**config.mk**
```make
export PLATFORM = sky130hd
export DESIGN_NAME = rvimm_gen
export DESIGN_NICKNAME = d
export VERILOG_FILES = /design/src/rtl/rvimm_pkg.sv /design/src/rtl/rvimm_fmt_dec.sv /design/src/rtl/rvimm_seg_mux.sv /design/src/rtl/rvimm_gen.sv
export SDC_FILE = /design/constraint.sdc
export NUM_CORES = 1
export LEC_CHECK = 0
export BUFFER_PORTS_ARGS = -buffer_cell sky130_fd_sc_hd__clkbuf_2
export CORE_MARGIN = 10
export CORE_UTILIZATION = 34
export DETAILED_ROUTE_END_ITERATION = 16
export GPL_ROUTABILITY_DRIVEN = 0
export PLACE_DENSITY_LB_ADDON = 0.25
export SYNTH_ARGS = -nofsm -noshare
export SYNTH_HDL_FRONTEND = slang
export SYNTH_SLANG_ARGS = --single-unit
```
**constraint.sdc**
```tcl
create_clock -name vclk -period 1.1
set_input_delay 0.055 -clock vclk [all_inputs]
set_output_delay 0.055 -clock vclk [all_outputs]
set_load 0.01 [all_outputs]
```
**src/rtl/rvimm_pkg.sv**
```systemverilog
// Shared definitions for the immediate generator.
// Assumes a 32-bit instruction word and a 32-bit datapath.
package rvimm_pkg;
    localparam int INST_W = 32;
    localparam int IMM_W  = 32;
    localparam int SEL_W  = 3;
    localparam int NFMT   = 5;

    typedef enum logic [SEL_W-1:0] {
        FMT_I = 3'd0,
        FMT_S = 3'd1,
        FMT_B = 3'd2,
        FMT_J = 3'd3,
        FMT_U = 3'd4
    } imm_fmt_e;

    // Index of each format inside the one-hot steering vector
    localparam int HOT_I = 0;
    localparam int HOT_S = 1;
    localparam int HOT_B = 2;
    localparam int HOT_J = 3;
    localparam int HOT_U = 4;
endpackage

```
**src/rtl/rvimm_fmt_dec.sv**
```systemverilog
// Converts the format select code into a one-hot steering vector.
// Assumes codes above FMT_U are unused; they yield an all-zero vector,
// which forces every segment multiplexer to output zero.
module rvimm_fmt_dec
    import rvimm_pkg::*;
(
    input  logic [SEL_W-1:0] sel_i,
    output logic [NFMT-1:0]  hot_o
);
    // One-hot decode of the select; unused codes select nothing
    always_comb begin
        hot_o = '0;
        for (int f = 0; f < NFMT; f++) begin
            if (sel_i == SEL_W'(f)) hot_o[f] = 1'b1;
        end
    end
endmodule

```
**src/rtl/rvimm_seg_mux.sv**
```systemverilog
// AND-OR multiplexer for one segment of the immediate.
// Assumes hot_i is one-hot or all zero; all zero gives a zero segment.
module rvimm_seg_mux
    import rvimm_pkg::*;
#(
    parameter int W = 1
) (
    input  logic [NFMT-1:0] hot_i,
    input  logic [W-1:0]    src_i_i,
    input  logic [W-1:0]    src_s_i,
    input  logic [W-1:0]    src_b_i,
    input  logic [W-1:0]    src_j_i,
    input  logic [W-1:0]    src_u_i,
    output logic [W-1:0]    seg_o
);
    logic [NFMT-1:0][W-1:0] src;

    assign src[HOT_I] = src_i_i;
    assign src[HOT_S] = src_s_i;
    assign src[HOT_B] = src_b_i;
    assign src[HOT_J] = src_j_i;
    assign src[HOT_U] = src_u_i;

    // OR together the sources whose format is selected
    always_comb begin
        seg_o = '0;
        for (int f = 0; f < NFMT; f++) begin
            seg_o = seg_o | (src[f] & {W{hot_i[f]}});
        end
    end
endmodule

```
**src/rtl/rvimm_gen.sv**
```systemverilog
// Immediate generator for the 32-bit base integer instruction set.
// Purely combinational: the immediate is split into segments whose
// sources are fixed per format, and each segment has its own small
// multiplexer. Sign fill always comes from instruction bit 31.
// Assumes the format select comes from the control decoder.
module rvimm_gen
    import rvimm_pkg::*;
(
    input  logic [INST_W-1:0] inst_i,
    input  logic [SEL_W-1:0]  fmt_i,
    output logic [IMM_W-1:0]  imm_o
);
    logic [NFMT-1:0] hot;
    logic            sgn;
    logic            unused_opcode;

    assign sgn           = inst_i[31];
    assign unused_opcode = ^inst_i[6:0];

    rvimm_fmt_dec u_dec (
        .sel_i (fmt_i),
        .hot_o (hot)
    );

    // bit 0: only I and S carry it; B, J, U force zero
    rvimm_seg_mux #(.W(1)) u_b0 (
        .hot_i(hot), .src_i_i(inst_i[20]), .src_s_i(inst_i[7]),
        .src_b_i(1'b0), .src_j_i(1'b0), .src_u_i(1'b0),
        .seg_o(imm_o[0])
    );

    // bits 4:1: register-source field (I, J) or store/branch field (S, B)
    rvimm_seg_mux #(.W(4)) u_b4_1 (
        .hot_i(hot), .src_i_i(inst_i[24:21]), .src_s_i(inst_i[11:8]),
        .src_b_i(inst_i[11:8]), .src_j_i(inst_i[24:21]), .src_u_i(4'd0),
        .seg_o(imm_o[4:1])
    );

    // bits 10:5: fixed at inst[30:25] for every signed format
    rvimm_seg_mux #(.W(6)) u_b10_5 (
        .hot_i(hot), .src_i_i(inst_i[30:25]), .src_s_i(inst_i[30:25]),
        .src_b_i(inst_i[30:25]), .src_j_i(inst_i[30:25]), .src_u_i(6'd0),
        .seg_o(imm_o[10:5])
    );

    // bit 11: sign for I/S, inst[7] for B, inst[20] for J
    rvimm_seg_mux #(.W(1)) u_b11 (
        .hot_i(hot), .src_i_i(sgn), .src_s_i(sgn),
        .src_b_i(inst_i[7]), .src_j_i(inst_i[20]), .src_u_i(1'b0),
        .seg_o(imm_o[11])
    );

    // bits 19:12: sign fill except for J and U, which take inst[19:12]
    rvimm_seg_mux #(.W(8)) u_b19_12 (
        .hot_i(hot), .src_i_i({8{sgn}}), .src_s_i({8{sgn}}),
        .src_b_i({8{sgn}}), .src_j_i(inst_i[19:12]), .src_u_i(inst_i[19:12]),
        .seg_o(imm_o[19:12])
    );

    // bits 30:20: sign fill except for U, which takes inst[30:20]
    rvimm_seg_mux #(.W(11)) u_b30_20 (
        .hot_i(hot), .src_i_i({11{sgn}}), .src_s_i({11{sgn}}),
        .src_b_i({11{sgn}}), .src_j_i({11{sgn}}), .src_u_i(inst_i[30:20]),
        .seg_o(imm_o[30:20])
    );

    // bit 31: always inst[31] for any assigned format
    rvimm_seg_mux #(.W(1)) u_b31 (
        .hot_i(hot), .src_i_i(sgn), .src_s_i(sgn),
        .src_b_i(sgn), .src_j_i(sgn), .src_u_i(sgn),
        .seg_o(imm_o[31])
    );
endmodule

```
==> results by group <==
Floorplanning
  – Number of cell rows: 14
  – Initial Util: 35.5%
  – Count of boundary I/O pins: 67
  – Overall die area: 3500 µm²
  – Core Footprint: 1470 µm²
  – Die Span X: 59.2 µm
  – Die Span Y: 59.2 µm

Global route
  – Via count of the first global-routing pass: 752
  – Global-route wire length before repair: 3310 µm
  – Pin count of the biggest net entering global routing: 13
  – Initial antenna violation count: 0
  – Congestion Overflow GR: 0
  – Total Routing Usage GR: 11.0%

Power
  – Overall power consumption: 0.377 mW
  – Worst-case vdd ir drop: 230 µV
  – Reported leakage power: 0.568 nW
  – Net switching power: 0.187 mW
  – Clock network power share: 0%
  – Power Density: 441 nW/µm²
  – Switching share of total power: 49.7%
  – Cell-internal power: 0.190 mW
  – Fraction of power consumed by sequential logic: 0%
  – Comb pwr share: 100.0%

STA
  – Setup violation total in the final timing report: 0
  – Maximum clock frequency: 966 MHz
  – Headroom to the max-slew limit: 78.5%
  – Transition time at the pin with the least slew margin: 0.321 ns
  – Count of pins over their slew limit: 0
  – Fraction of the cycle the final worst path needs: 94.1%
  – Post-layout minimum cycle time: 1.04 ns
  – Setup repair after global routing missed its margin: no
  – Number of hold violations in the final report: 0

Layout
  – Nets: 162
  – Antenna diode count: 0
  – Post-route core utilization: 58.1%
  – Design Area, Final: 855 µm²
  – Register Area: 0 µm²
  – Share of cells above drive strength 1: 56.8%
  – Number of sequential cells: 0
  – Multi-input combinational cell area: 463 µm²
  – Area growth from synthesis to layout: 63.8%
  – Clock buffer instance count of the final layout: 0
  – Filler Cells Inserted: 144

Logic synthesis
  – Sequential share of the synthesized area: 0%
  – Syn Area/Cell: 7.91 µm²
  – Syn Std Cell Area: 522 µm²
  – Synthesized Nets: 101
  – Library cells used by synthesis: 18
  – Ys Warns: 0
  – Synth Instances: 66

Route
  – Residual DRC: 0
  – Number of design-rule violations left by the first detailed-router iteration: 14
  – Detailed-route wire length: 2100 µm
  – Number of iterations in the first detailed-routing pass: 4
  – Vias: 736
  – Routed len/inst: 14.9 µm
  – Number of antenna-violating nets in the routed design: 0
  – Ratio of routed vias to standard cells: 5.22

Clocking
  – Post-CTS resize count: 1
  – Count of hold buffers inserted by post-cts repair: 0
  – Post-CTS setup-driven buffer insertion count: 0

Min path
  – Startpoint of the lowest-slack hold path: inst_i[28]
  – Hold endpoint: imm_o[28]
  – Worst min-delay path class: input pin to output pin
  – Min-Delay Path Depth: 3

Critical path
  – CP Cell Sequence: clkbuf_2 -> buf_4 -> and4b_1 -> a221o_1 -> clkbuf_2
  – Critical path launch point type: input pin
  – Worst path max stage delay: 0.26 ns
  – Most prevalent standard cell on the critical path: sky130_fd_sc_hd__clkbuf_2
  – Startpoint-to-endpoint class of the critical path: input pin to output pin
  – Critical path endpoint category: output pin
  – Cell with the largest stage delay on the worst path: sky130_fd_sc_hd__a221o_1
  – Arrival time at the worst endpoint: 0.98 ns
  – Top fanout value on the critical path: 12
  – Data required time at the worst endpoint: 1.04 ns

Place
  – Total cell area at the placement stage: 843 µm²
  – Hpwl dp: 1850 µm
  – Count of input and output buffers: 60

Job
  – Maxcap violations: 0

Outcome
  – Outcome: complete, no violations
==> worst max-delay path by stage <==
stage | start | to | slack [ns] | cells past startpoint
after global placement | fmt_i[1] | imm_o[3] | 0.02 | 4
after floorplan | inst_i[31] | imm_o[20] | 0.25 | 4
after CTS | fmt_i[0] | imm_o[17] | 0.04 | 5
after detailed placement | fmt_i[0] | imm_o[1] | -0.06 | 4
final | fmt_i[1] | imm_o[17] | 0.06 | 5
after global routing | fmt_i[1] | imm_o[17] | 0.02 | 5
==> critical path: cells and delay by family <==
family | cells | cell delay (ns)
buffers and inverters | 3 | 0.47
AOI/OAI and AO/OA | 1 | 0.26
and+or+nand+nor | 1 | 0.19
==> metal layers <==
layer  global-route usage (%)  up-vias  part of all wire [%]
met1                     11.6      323                    38
met2                     20.4       38                    50
li1                         -      375                     -
met4                        0        0                     0
met5                        0        -                     0
met3                     5.15        0                    11
==> synth_stat cells (all sizes together) <==
library cell  count  area share, %
a211oi            1            1.4
a21o             11             16
buf               8             11
nor3b             1            3.6
mux2i             6             12
xnor2             1            1.7
nor2              1           0.72
nand2b            8            9.6
nand2             1           0.72
and2              1            1.2
a221o             8             15
o21ai             1           0.96
clkbuf            2            1.4
and4b             8             15
nor3              1           0.96
nor2b             7            8.4
==> placed cells by master, fill, tap and decap left out, drive strengths merged, types with 6 or more instances in the layout <==
master / netlist / final
nor2b: 7 / 7
clkbuf: 2 / 60
a21o: 11 / 11
mux2i: 6 / 6
buf: 8 / 9
and4b: 8 / 8
a221o: 8 / 8
nand2b: 8 / 8
==> area by class of cell <==
cell class,count,area share (%)
repair buffers,69,43.5
well taps,16,2.34
multi-input cells,56,54.2
==> cells by family after synthesis <==
family | after synthesis | share of synthesized area, %
buffers and inverters | 10 | 12.7
and+or+nand+nor | 28 | 40.5
AOI/OAI and AO/OA | 21 | 33.6
muxes | 6 | 11.5
xor gates and xnor gates | 1 | 1.68
==> through the flow <==
step                hold WS, ns  cells  worst slack [ns]  TNS, ns
floorplan                 0.239     66             0.246        0
global placement          0.409    141            0.0191        0
detailed placement        0.412    141           -0.0554  -0.0675
CTS                       0.414    141            0.0388        0
global route              0.425    141            0.0182        0
finish                    0.409    141            0.0649        0
==> power by group through the flow <==
stage | Clock, mW | Sequential [mW] | Combinational [mW]
after floorplan | 0 | 0 | 0.207
after global placement | 0 | 0 | 0.368
after detailed placement | 0 | 0 | 0.378
after CTS | 0 | 0 | 0.383
after global routing | 0 | 0 | 0.414
final | 0 | 0 | 0.377
(Power assumes the default switching activity.)
